## config.mk

```make
export PLATFORM = sky130hd
export DESIGN_NAME = chunk_framer
export DESIGN_NICKNAME = d
export VERILOG_FILES = /design/src/rtl/chunk_fmt_pkg.sv /design/src/rtl/rx_chunk_slicer.sv /design/src/rtl/tx_hdr_check.sv /design/src/rtl/credit_irq.sv /design/src/rtl/chunk_framer.sv
export SDC_FILE = /design/constraint.sdc
export NUM_CORES = 1
export LEC_CHECK = 0
export BUFFER_PORTS_ARGS = -buffer_cell sky130_fd_sc_hd__clkbuf_2
export CAP_MARGIN = 20
export CELL_PAD_IN_SITES_DETAIL_PLACEMENT = 1
export CELL_PAD_IN_SITES_GLOBAL_PLACEMENT = 1
export CORE_MARGIN = 10
export CORE_UTILIZATION = 32
export CTS_CLUSTER_DIAMETER = 50
export CTS_CLUSTER_SIZE = 20
export DETAILED_ROUTE_END_ITERATION = 12
export PLACE_DENSITY = 0.93
export SLEW_MARGIN = 5
export SYNTH_ARGS = -nofsm -noshare
export SYNTH_HDL_FRONTEND = slang
export SYNTH_SLANG_ARGS = --single-unit
export TNS_END_PERCENT = 100
```

## constraint.sdc

```tcl
create_clock -name clk -period 7 [get_ports clk]
set_input_delay 0.35 -clock clk [delete_from_list [all_inputs] [get_ports clk]]
set_output_delay 0.35 -clock clk [all_outputs]
set_load 0.05 [all_outputs]
```

## src/rtl/chunk_fmt_pkg.sv

```systemverilog
`timescale 1ns/1ps
package chunk_fmt_pkg;
    localparam int unsigned CHUNK_WORDS = 16;
    localparam int unsigned OFS_W       = $clog2(CHUNK_WORDS);
    localparam int unsigned BEAT_W      = $clog2(CHUNK_WORDS + 1);
    localparam int unsigned CNT_W       = 5;
    localparam int unsigned CNT_MAX     = (1 << CNT_W) - 1;

    // Footer / header bit positions
    localparam int unsigned POS_HDR_BAD = 30;
    localparam int unsigned POS_DATA    = 21;
    localparam int unsigned POS_START   = 20;
    localparam int unsigned POS_DROP    = 15;
    localparam int unsigned POS_END     = 14;
    localparam int unsigned LSB_PEND    = 24;
    localparam int unsigned LSB_SOFS    = 16;
    localparam int unsigned LSB_EOFS    = 8;
    localparam int unsigned LSB_CRED    = 1;

    typedef struct packed {
        logic             data_vld;
        logic             start;
        logic [OFS_W-1:0] sofs;
        logic             endv;
        logic [OFS_W-1:0] eofs;
        logic             drop;
    } rx_flags_t;

    typedef struct packed {
        logic             hdr_bad;
        logic [CNT_W-1:0] pend;
        logic [CNT_W-1:0] cred;
        rx_flags_t        rx;
    } footer_t;

    function automatic logic word_par_ok(input logic [31:0] w);
        return ^w;
    endfunction

    function automatic logic [31:0] seal_odd(input logic [31:0] w);
        return {w[31:1], ~(^w[31:1])};
    endfunction

    function automatic logic [31:0] pack_footer(input footer_t f);
        logic [31:0] w;
        w                      = '0;
        w[POS_HDR_BAD]         = f.hdr_bad;
        w[LSB_PEND +: CNT_W]   = f.pend;
        w[POS_DATA]            = f.rx.data_vld;
        w[POS_START]           = f.rx.start;
        w[LSB_SOFS +: OFS_W]   = f.rx.sofs;
        w[POS_DROP]            = f.rx.drop;
        w[POS_END]             = f.rx.endv;
        w[LSB_EOFS +: OFS_W]   = f.rx.eofs;
        w[LSB_CRED +: CNT_W]   = f.cred;
        return seal_odd(w);
    endfunction
endpackage

```

## src/rtl/rx_chunk_slicer.sv

```systemverilog
`timescale 1ns/1ps
module rx_chunk_slicer
    import chunk_fmt_pkg::*;
(
    input  logic              clk,
    input  logic              srst,
    input  logic              beat_vld,
    input  logic [BEAT_W-1:0] beat,
    input  logic [31:0]       rx_data,
    input  logic              rx_sof,
    input  logic              rx_eof,
    input  logic              rx_drop,
    input  logic              rx_valid,
    output logic              rx_pop,
    output logic [31:0]       pay_word,
    output rx_flags_t         flags
);
    logic      in_frame_q;
    rx_flags_t fl_q;
    logic      payload_beat;
    logic      footer_beat;
    logic      second_mark;
    logic      head_usable;

    assign payload_beat = beat_vld && (beat < BEAT_W'(CHUNK_WORDS));
    assign footer_beat  = beat_vld && (beat == BEAT_W'(CHUNK_WORDS));
    assign second_mark  = (rx_sof && fl_q.start) || (rx_eof && fl_q.endv);
    assign head_usable  = rx_sof || in_frame_q;
    assign rx_pop       = payload_beat && rx_valid && head_usable && !second_mark;
    assign pay_word     = rx_pop ? rx_data : '0;
    assign flags        = fl_q;

    always_ff @(posedge clk) begin
        if (srst) begin
            in_frame_q <= 1'b0;
            fl_q       <= '0;
        end else if (footer_beat) begin
            fl_q <= '0;
        end else if (rx_pop) begin
            fl_q.data_vld <= 1'b1;
            if (rx_sof) begin
                fl_q.start <= 1'b1;
                fl_q.sofs  <= beat[OFS_W-1:0];
            end
            if (rx_eof) begin
                fl_q.endv <= 1'b1;
                fl_q.eofs <= beat[OFS_W-1:0];
                fl_q.drop <= rx_drop;
            end
            in_frame_q <= !rx_eof;
        end
    end

    // data-valid flag, once set, holds until the footer beat
    a_r2_dv_holds: assert property (@(posedge clk) disable iff (srst)
        (fl_q.data_vld && !footer_beat) |=> fl_q.data_vld);
    // start offset does not move once a start was recorded in the chunk
    a_r3_sofs_stable: assert property (@(posedge clk) disable iff (srst)
        (fl_q.start && !footer_beat) |=> (fl_q.start && $stable(fl_q.sofs)));
    // end offset does not move once an end was recorded in the chunk
    a_r4_eofs_stable: assert property (@(posedge clk) disable iff (srst)
        (fl_q.endv && !footer_beat) |=> (fl_q.endv && $stable(fl_q.eofs)));
endmodule

```

## src/rtl/tx_hdr_check.sv

```systemverilog
`timescale 1ns/1ps
module tx_hdr_check
    import chunk_fmt_pkg::*;
(
    input  logic              clk,
    input  logic              srst,
    input  logic              beat_vld,
    input  logic [BEAT_W-1:0] beat,
    input  logic [31:0]       mosi_word,
    input  logic              credit_ok,
    output logic              take,
    output logic              hdr_bad,
    output logic [31:0]       tx_data,
    output logic              tx_valid,
    output logic              tx_last
);
    logic hdr_beat;
    logic par_good;
    logic acc_q;
    logic bad_q;

    assign hdr_beat = beat_vld && (beat == '0);
    assign par_good = word_par_ok(mosi_word);
    assign take     = hdr_beat && par_good && mosi_word[POS_DATA] && credit_ok;

    always_ff @(posedge clk) begin
        if (srst) begin
            acc_q <= 1'b0;
            bad_q <= 1'b0;
        end else if (hdr_beat) begin
            acc_q <= take;
            bad_q <= !par_good;
        end
    end

    assign hdr_bad  = bad_q;
    assign tx_valid = beat_vld && (beat != '0) && acc_q;
    assign tx_data  = mosi_word;
    assign tx_last  = tx_valid && (beat == BEAT_W'(CHUNK_WORDS));

    // the forwarded stream stops after its last word
    a_r8_last_ends: assert property (@(posedge clk) disable iff (srst)
        tx_last |=> !tx_valid);
    // a rejected header never opens a forwarded payload
    a_r7_bad_blocks: assert property (@(posedge clk) disable iff (srst)
        (hdr_beat && !par_good) |=> (hdr_bad && !acc_q));
endmodule

```

## src/rtl/credit_irq.sv

```systemverilog
`timescale 1ns/1ps
module credit_irq
    import chunk_fmt_pkg::*;
#(
    parameter int unsigned TX_CREDITS = 8,
    parameter int unsigned LEVEL_W    = 10
) (
    input  logic               clk,
    input  logic               srst,
    input  logic               take,
    input  logic               tx_free,
    input  logic [LEVEL_W-1:0] rx_level,
    input  logic               chunk_start,
    output logic               credit_ok,
    output logic [CNT_W-1:0]   credits,
    output logic [CNT_W-1:0]   pend,
    output logic               irq_n
);
    localparam int unsigned SUM_W = LEVEL_W + 1;

    logic [SUM_W-1:0] lvl_chunks;
    logic [CNT_W-1:0] cred_q;
    logic [CNT_W-1:0] cred_d;
    logic             pend_zero_q;
    logic             irq_q;
    logic             rx_event;
    logic             tx_event;

    assign lvl_chunks = (SUM_W'(rx_level) + SUM_W'(CHUNK_WORDS - 1)) >> OFS_W;
    assign pend       = (lvl_chunks > SUM_W'(CNT_MAX)) ? CNT_W'(CNT_MAX)
                                                       : lvl_chunks[CNT_W-1:0];

    always_comb begin
        cred_d = cred_q;
        if (take)
            cred_d = cred_d - 1'b1;
        if (tx_free && (cred_d < CNT_W'(TX_CREDITS)))
            cred_d = cred_d + 1'b1;
    end

    assign rx_event  = pend_zero_q && (pend != '0);
    assign tx_event  = (cred_q == '0) && (cred_d != '0);
    assign credit_ok = (cred_q != '0);
    assign credits   = cred_q;
    assign irq_n     = ~irq_q;

    always_ff @(posedge clk) begin
        if (srst) begin
            cred_q      <= CNT_W'(TX_CREDITS);
            pend_zero_q <= 1'b1;
            irq_q       <= 1'b0;
        end else begin
            cred_q      <= cred_d;
            pend_zero_q <= (pend == '0);
            if (rx_event || tx_event)
                irq_q <= 1'b1;
            else if (chunk_start)
                irq_q <= 1'b0;
        end
    end

    // credit count never exceeds its limit
    a_r9_credit_cap: assert property (@(posedge clk) disable iff (srst)
        cred_q <= CNT_W'(TX_CREDITS));
    // an accepted header uses exactly one credit
    a_r8_take_one: assert property (@(posedge clk) disable iff (srst)
        (take && !tx_free) |=> (cred_q == $past(cred_q) - CNT_W'(1)));
    // a chunk start with no new event releases the interrupt
    a_r12_irq_release: assert property (@(posedge clk) disable iff (srst)
        (chunk_start && !rx_event && !tx_event) |=> irq_n);
endmodule

```

## src/rtl/chunk_framer.sv

```systemverilog
`timescale 1ns/1ps
module chunk_framer
    import chunk_fmt_pkg::*;
#(
    parameter int unsigned TX_CREDITS = 8,
    parameter int unsigned LEVEL_W    = 10
) (
    input  logic               clk,
    input  logic               srst,
    input  logic               beat_vld,
    input  logic [31:0]        mosi_word,
    output logic [31:0]        miso_word,
    input  logic [31:0]        rx_data,
    input  logic               rx_sof,
    input  logic               rx_eof,
    input  logic               rx_drop,
    input  logic               rx_valid,
    input  logic [LEVEL_W-1:0] rx_level,
    output logic               rx_pop,
    output logic [31:0]        tx_data,
    output logic               tx_valid,
    output logic               tx_last,
    input  logic               tx_free,
    output logic               irq_n
);
    logic [BEAT_W-1:0] beat_q;
    logic              footer_beat;
    logic              chunk_start;
    logic [31:0]       pay_word;
    rx_flags_t         rx_fl;
    logic              take;
    logic              hdr_bad;
    logic              credit_ok;
    logic [CNT_W-1:0]  credits;
    logic [CNT_W-1:0]  pend;
    footer_t           ftr;

    assign footer_beat = (beat_q == BEAT_W'(CHUNK_WORDS));
    assign chunk_start = beat_vld && (beat_q == '0);

    always_ff @(posedge clk) begin
        if (srst)
            beat_q <= '0;
        else if (beat_vld)
            beat_q <= footer_beat ? '0 : beat_q + 1'b1;
    end

    rx_chunk_slicer u_slicer (
        .clk      (clk),
        .srst     (srst),
        .beat_vld (beat_vld),
        .beat     (beat_q),
        .rx_data  (rx_data),
        .rx_sof   (rx_sof),
        .rx_eof   (rx_eof),
        .rx_drop  (rx_drop),
        .rx_valid (rx_valid),
        .rx_pop   (rx_pop),
        .pay_word (pay_word),
        .flags    (rx_fl)
    );

    tx_hdr_check u_hdr (
        .clk       (clk),
        .srst      (srst),
        .beat_vld  (beat_vld),
        .beat      (beat_q),
        .mosi_word (mosi_word),
        .credit_ok (credit_ok),
        .take      (take),
        .hdr_bad   (hdr_bad),
        .tx_data   (tx_data),
        .tx_valid  (tx_valid),
        .tx_last   (tx_last)
    );

    credit_irq #(
        .TX_CREDITS (TX_CREDITS),
        .LEVEL_W    (LEVEL_W)
    ) u_cred (
        .clk         (clk),
        .srst        (srst),
        .take        (take),
        .tx_free     (tx_free),
        .rx_level    (rx_level),
        .chunk_start (chunk_start),
        .credit_ok   (credit_ok),
        .credits     (credits),
        .pend        (pend),
        .irq_n       (irq_n)
    );

    always_comb begin
        ftr.hdr_bad = hdr_bad;
        ftr.pend    = pend;
        ftr.cred    = credits;
        ftr.rx      = rx_fl;
    end

    assign miso_word = footer_beat ? pack_footer(ftr) : pay_word;

    // the beat index never runs past the footer beat
    a_r1_beat_range: assert property (@(posedge clk) disable iff (srst)
        beat_q <= BEAT_W'(CHUNK_WORDS));
    // every footer leaves with odd parity
    a_r11_footer_odd: assert property (@(posedge clk) disable iff (srst)
        (beat_vld && footer_beat) |-> (^miso_word));
    // no FIFO word is consumed on the footer beat
    a_r1_no_pop_footer: assert property (@(posedge clk) disable iff (srst)
        (beat_vld && footer_beat) |-> !rx_pop);
endmodule

```

## Word level (Yosys, flattened, before mapping)

Index checks and enable logic that the tools add are counted.

| storage, ports and cells | value |
|---|---|
| bits in registers | 27 |
| output and inout port bits | 68 |

| operators by class | value |
|---|---|
| order comparisons | 3 |
| multiplexer cells | 8 |
| eq/ne operators | 1 |
| reductions and logical operators | 37 |
| $add $sub $neg | 4 |
| bitwise logic cells | 3 |

Operators with widths:

| operator | count |
|---|---|
| $mux 32 | 2 |
| $reduce_xor 32->1 | 1 |
| $reduce_xor 31->1 | 1 |
| $mux 5 | 4 |
| $reduce_bool 5->1 | 4 |
| $logic_and 1x1->1 | 17 |
| $logic_not 5->1 | 3 |
| $add 10x4->11 const B | 1 |
| $add 5x1->5 const B | 2 |
| $gt 7x5->1 const B | 1 |
| $reduce_and 2->1 | 3 |
| $eq 5x5->1 const B | 1 |
| $lt 5x4->1 const B | 1 |
| $lt 5x5->1 const B | 1 |
| $sub 5x1->5 const B | 1 |
| $logic_not 1->1 | 3 |
| $logic_or 1x1->1 | 3 |
| $not 1->1 | 3 |
| $mux 1 | 2 |
| $reduce_bool 2->1 | 1 |
| $reduce_or 2->1 | 1 |

## Longest topological paths before layout

| logic depth | value |
|---|---|
| word-level depth | 13 |
| depth in mapped cells | 9 |
| depth with buffers taken out | 9 |

## Hierarchy

From an unflattened synthesis, not the netlist that was laid out.

| unflattened totals | value |
|---|---|
| cells, all modules | 321 |
| area total of the unflattened synthesis | 2752.6 µm² |

By module, submodules not included:

| module | area each (µm²) | cells each | times used |
|---|---|---|---|
| chunk_framer | 785.8 | 85 | 1 |
| rx_chunk_slicer | 758.2 | 92 | 1 |
| tx_hdr_check | 635.6 | 79 | 1 |
| credit_irq | 573.0 | 65 | 1 |

## Worst setup path before layout

Ideal clock, no wire load.

| timing path | value |
|---|---|
| path kind | input to output |
| start | input port beat_vld |
| end | output port miso_word[12] |
| slack | 4268 ps |
| buffers on the path | 2 |
| required time | 6650 ps |
| stages | 6 |
| arrival time | 2382 ps |
| cell sequence | clkbuf_1 -> nor2b_1 -> o2111ai_1 -> a21oi_1 -> clkbuf_1 -> and2_1 |

| on the way | value |
|---|---|
| longest elaborated chain between the ends | 6 |

RTL lines:

| element | RTL line | source |
|---|---|---|
| start, declared | chunk_framer.sv:10 | `input logic beat_vld,` |
| $logic_and 1x1->1 | rx_chunk_slicer.sv:25 | `assign payload_beat = beat_vld && (beat < BEAT_W'(CHUNK_WORDS));` |
| $logic_and 1x1->1 (3 in series) | rx_chunk_slicer.sv:29 | `assign rx_pop = payload_beat && rx_valid && head_usable && !second_mark;` |
| via rx_pop | chunk_framer.sv:19 | `output logic rx_pop,` |
| $mux 32 | rx_chunk_slicer.sv:30 | `assign pay_word = rx_pop ? rx_data : '0;` |
| $mux 32 | chunk_framer.sv:100 | `assign miso_word = footer_beat ? pack_footer(ftr) : pay_word;` |
| end, declared | chunk_framer.sv:12 | `output logic [31:0] miso_word,` |

The timed path passes the listed nets, and every way through them passes these cells.

## Worst setup path in the final report

| timing path | value |
|---|---|
| start | register u_cred.cred_q[0], in the netlist u_cred.credits[0] |
| end | output port miso_word[0] |

| on the way | value |
|---|---|
| longest elaborated chain between the ends | 3 |

RTL lines:

| element | RTL line | source |
|---|---|---|
| start, declared | credit_irq.sv:22 | `logic [CNT_W-1:0] cred_q;` |
| start signal, assigned | credit_irq.sv:49 | `cred_q <= CNT_W'(TX_CREDITS);` |
| start signal, assigned | credit_irq.sv:53 | `cred_q <= cred_d;` |
| $reduce_xor 31->1 | chunk_fmt_pkg.sv:41 | `return {w[31:1], ~(^w[31:1])};` |
| $not 1->1 | chunk_fmt_pkg.sv:41 |  |
| $mux 32 | chunk_framer.sv:100 |  |

No other way between the ends.

==> metrics.cfg <==
[clocking]
clock-root-buffer = clkbuf_8
h-tree-depth = 1
insertion_delay_ps = 280
numClockSinks = 27
ctsResizeCount = 0
cts_tree = yes
holdBufCountCts = 0
cts_made_buffers = 3
cts.path.max_buffers = 2
clk_pin_slew_ps = 90
postCtsSetupRepairBufs = 0

[synth]
syn_inst = 300
synthDistinctLibCells = 45
ys_top_cells_by_count = xnor2_1, buf_4, dfxtp_1
yosys_warnings = 0
synthTopCellsByArea = dfxtp_1, xnor2_1, buf_4
ys_seq_elements = 27
synth_area_sq_um = 2410
synthDominantCellAreaShare_pct = 22.5
synth.avg_cell_area_sq_um = 8.02
synth_seq_area_share_pct = 22.5
yosys_most_used_dff = dfxtp_1
synth_edf_count = 0
yosys.area.top_type = dfxtp_1
syn-num-nets = 388
async_flop_share_pct = 0
yosysMostFrequentCell = xnor2_1

[layout]
nNetsFinal = 498
post-route-cell-area_sq_um = 3040
antenna_cells = 0
area_growth_pct = 26.4
drive_above_1_share_pct = 39.6
final_core_util_pct = 41.7

[power]
seq_power_share_pct = 27.9
p_int_uw = 372
swShare_pct = 45.4
p_clk_share_pct = 13.2
power.switching_uw = 309
power_leakage_uw = 0.00141
ir_worst_vdd_uv = 77.7
combPwrFrac_pct = 58.9
cellPowerDensity_nw_per_um2 = 224

[route]
drtIter0Drc = 80
viasPerCell = 4.89
vias = 2485
wl_per_cell_um = 16.6
drtPass1Iterations = 6
ant_nets = 0
wl_um = 8460
drc = 0

[sta]
max_freq_mhz = 339
finalSetupViolations = 0
min_period_ps = 2950
fin_setup_tns_ps = 0
timing.hold.ws_ps = 363
report.final.slew_viol_count = 0
hold_viol = 0
rsz0062_at_grt = no
tightest_slew_ps = 928
period_share_pct = 42.2
maxSlewHeadroom_pct = 38.1
fin_skew_ps = 3.09

[global_routing]
grt_max_degree = 44
antenna_found_initial = 0
overflow = 0
track_usage_pct = 13.8
grt_pass1_wl_um = 13100
grt_pass1_vias = 2613

[flow_run]
max_cap_violations = 0

[placement]
io_buffers = 149
dpl_cell_area_sq_um = 3000
gp_congestion = 0.800
dp_hpwl_um = 7410

[run_status]
outcome = finished, final reports clean

[floorplanning]
fp.coreArea_sq_um = 7290
die_y_um = 107
initial_core_util_pct = 33.0
std_cell_rows = 31
fp.dieW_um = 107
num_io_pins = 150
dieArea_sq_um = 11400

[setup_path]
critPathMaxFanout = 7
crit_arrival_ps = 2600
start_kind = flop
end_kind = primary output
critPathRequiredTime_ps = 6650
critical_path_class = flop to primary output

[min_path]
min_path_type = input port to flop

## layout by cell type (no fill, tap or decap), drive strengths merged, types with 9 or more instances in the layout
| cell type | count |
|---|---|
| clkbuf | 153 |
| xnor2 | 48 |
| dfxtp | 27 |
| a22o | 24 |
| nand2 | 21 |
| nor2 | 21 |
| a21oi | 14 |
| inv | 13 |
| and2 | 13 |
| xor2 | 9 |
| nand3 | 9 |
## cell type report
cell class,count,area (sq um)
fillers,959,4250
multi-input cells,215,1530
repair buffers,150,753
flip-flops and latches,27,541
well taps,99,124
inverters,13,48.8
clock buffers,4,45.0
## routing by layer
metal  vias up  routed length (um)  global-route usage (%)
met5         -                   0                       0
met4         0                  72                    3.19
met3         5                 675                    3.59
met2        95                4290                    25.5
met1      1164                3420                    15.2
li1       1221                   -                       -
## final timing paths
check,from,to,slack (ps),cells past startpoint
min reg2reg,u_hdr.acc_q,u_hdr.acc_q,490,2
min,rx_drop,u_slicer.flags[0],360,3
max,u_cred.credits[0],miso_word[0],4050,10
max reg2reg,beat_q[0],u_cred.credits[1],4340,9
## critical path, cell delays in order (launching register included)
cell and delay, ps:
dfxtp_1 430, inv_1 120, ha_1 370, xnor2_1 160, xnor2_1 220, xnor2_1 160
xnor2_1 150, xnor2_1 150, xnor2_1 140, a22o_1 140, clkbuf_2 280
## per-stage QoR
step	instances	power, uW	setup slack (ps)
finish	508	681	4050
global route	508	726	3830
CTS	508	689	4030
detailed placement	504	597	4330
global placement	504	582	4370
floorplan	300	510	4270
## sequential cells by signal, indices dropped and copies added (netlist names)
| name | count |
|---|---|
| beat_q | 5 |
| u_cred.credits | 5 |
| u_cred.irq_q | 1 |
| u_cred.pend_zero_q | 1 |
| u_hdr.acc_q | 1 |
| u_hdr.hdr_bad | 1 |
| u_slicer.flags | 12 |
| u_slicer.in_frame_q | 1 |
## cell families after synthesis
logic type                 Yosys count  synth area share, %
and+or+nand+nor                     86                 18.2
muxes                                6                 2.55
DFF                                 27                 22.5
xor gates and xnor gates            57                 21.1
buffers and inverters               58                 14.1
AOI/OAI and AO/OA                   60                 18.5
adders and majority gates            6                 3.12
## power groups by stage
stage / combinational [uW] / clock (uW) / sequential, uW
6_report: 401 / 90.1 / 190
5_1_grt: 436 / 97.7 / 193
4_1_cts: 406 / 93.0 / 190
3_5_place_dp: 404 / 0 / 194
3_3_place_gp: 390 / 0 / 192
2_1_floorplan: 325 / 0 / 186
Power figures use the tool's default switching activity.
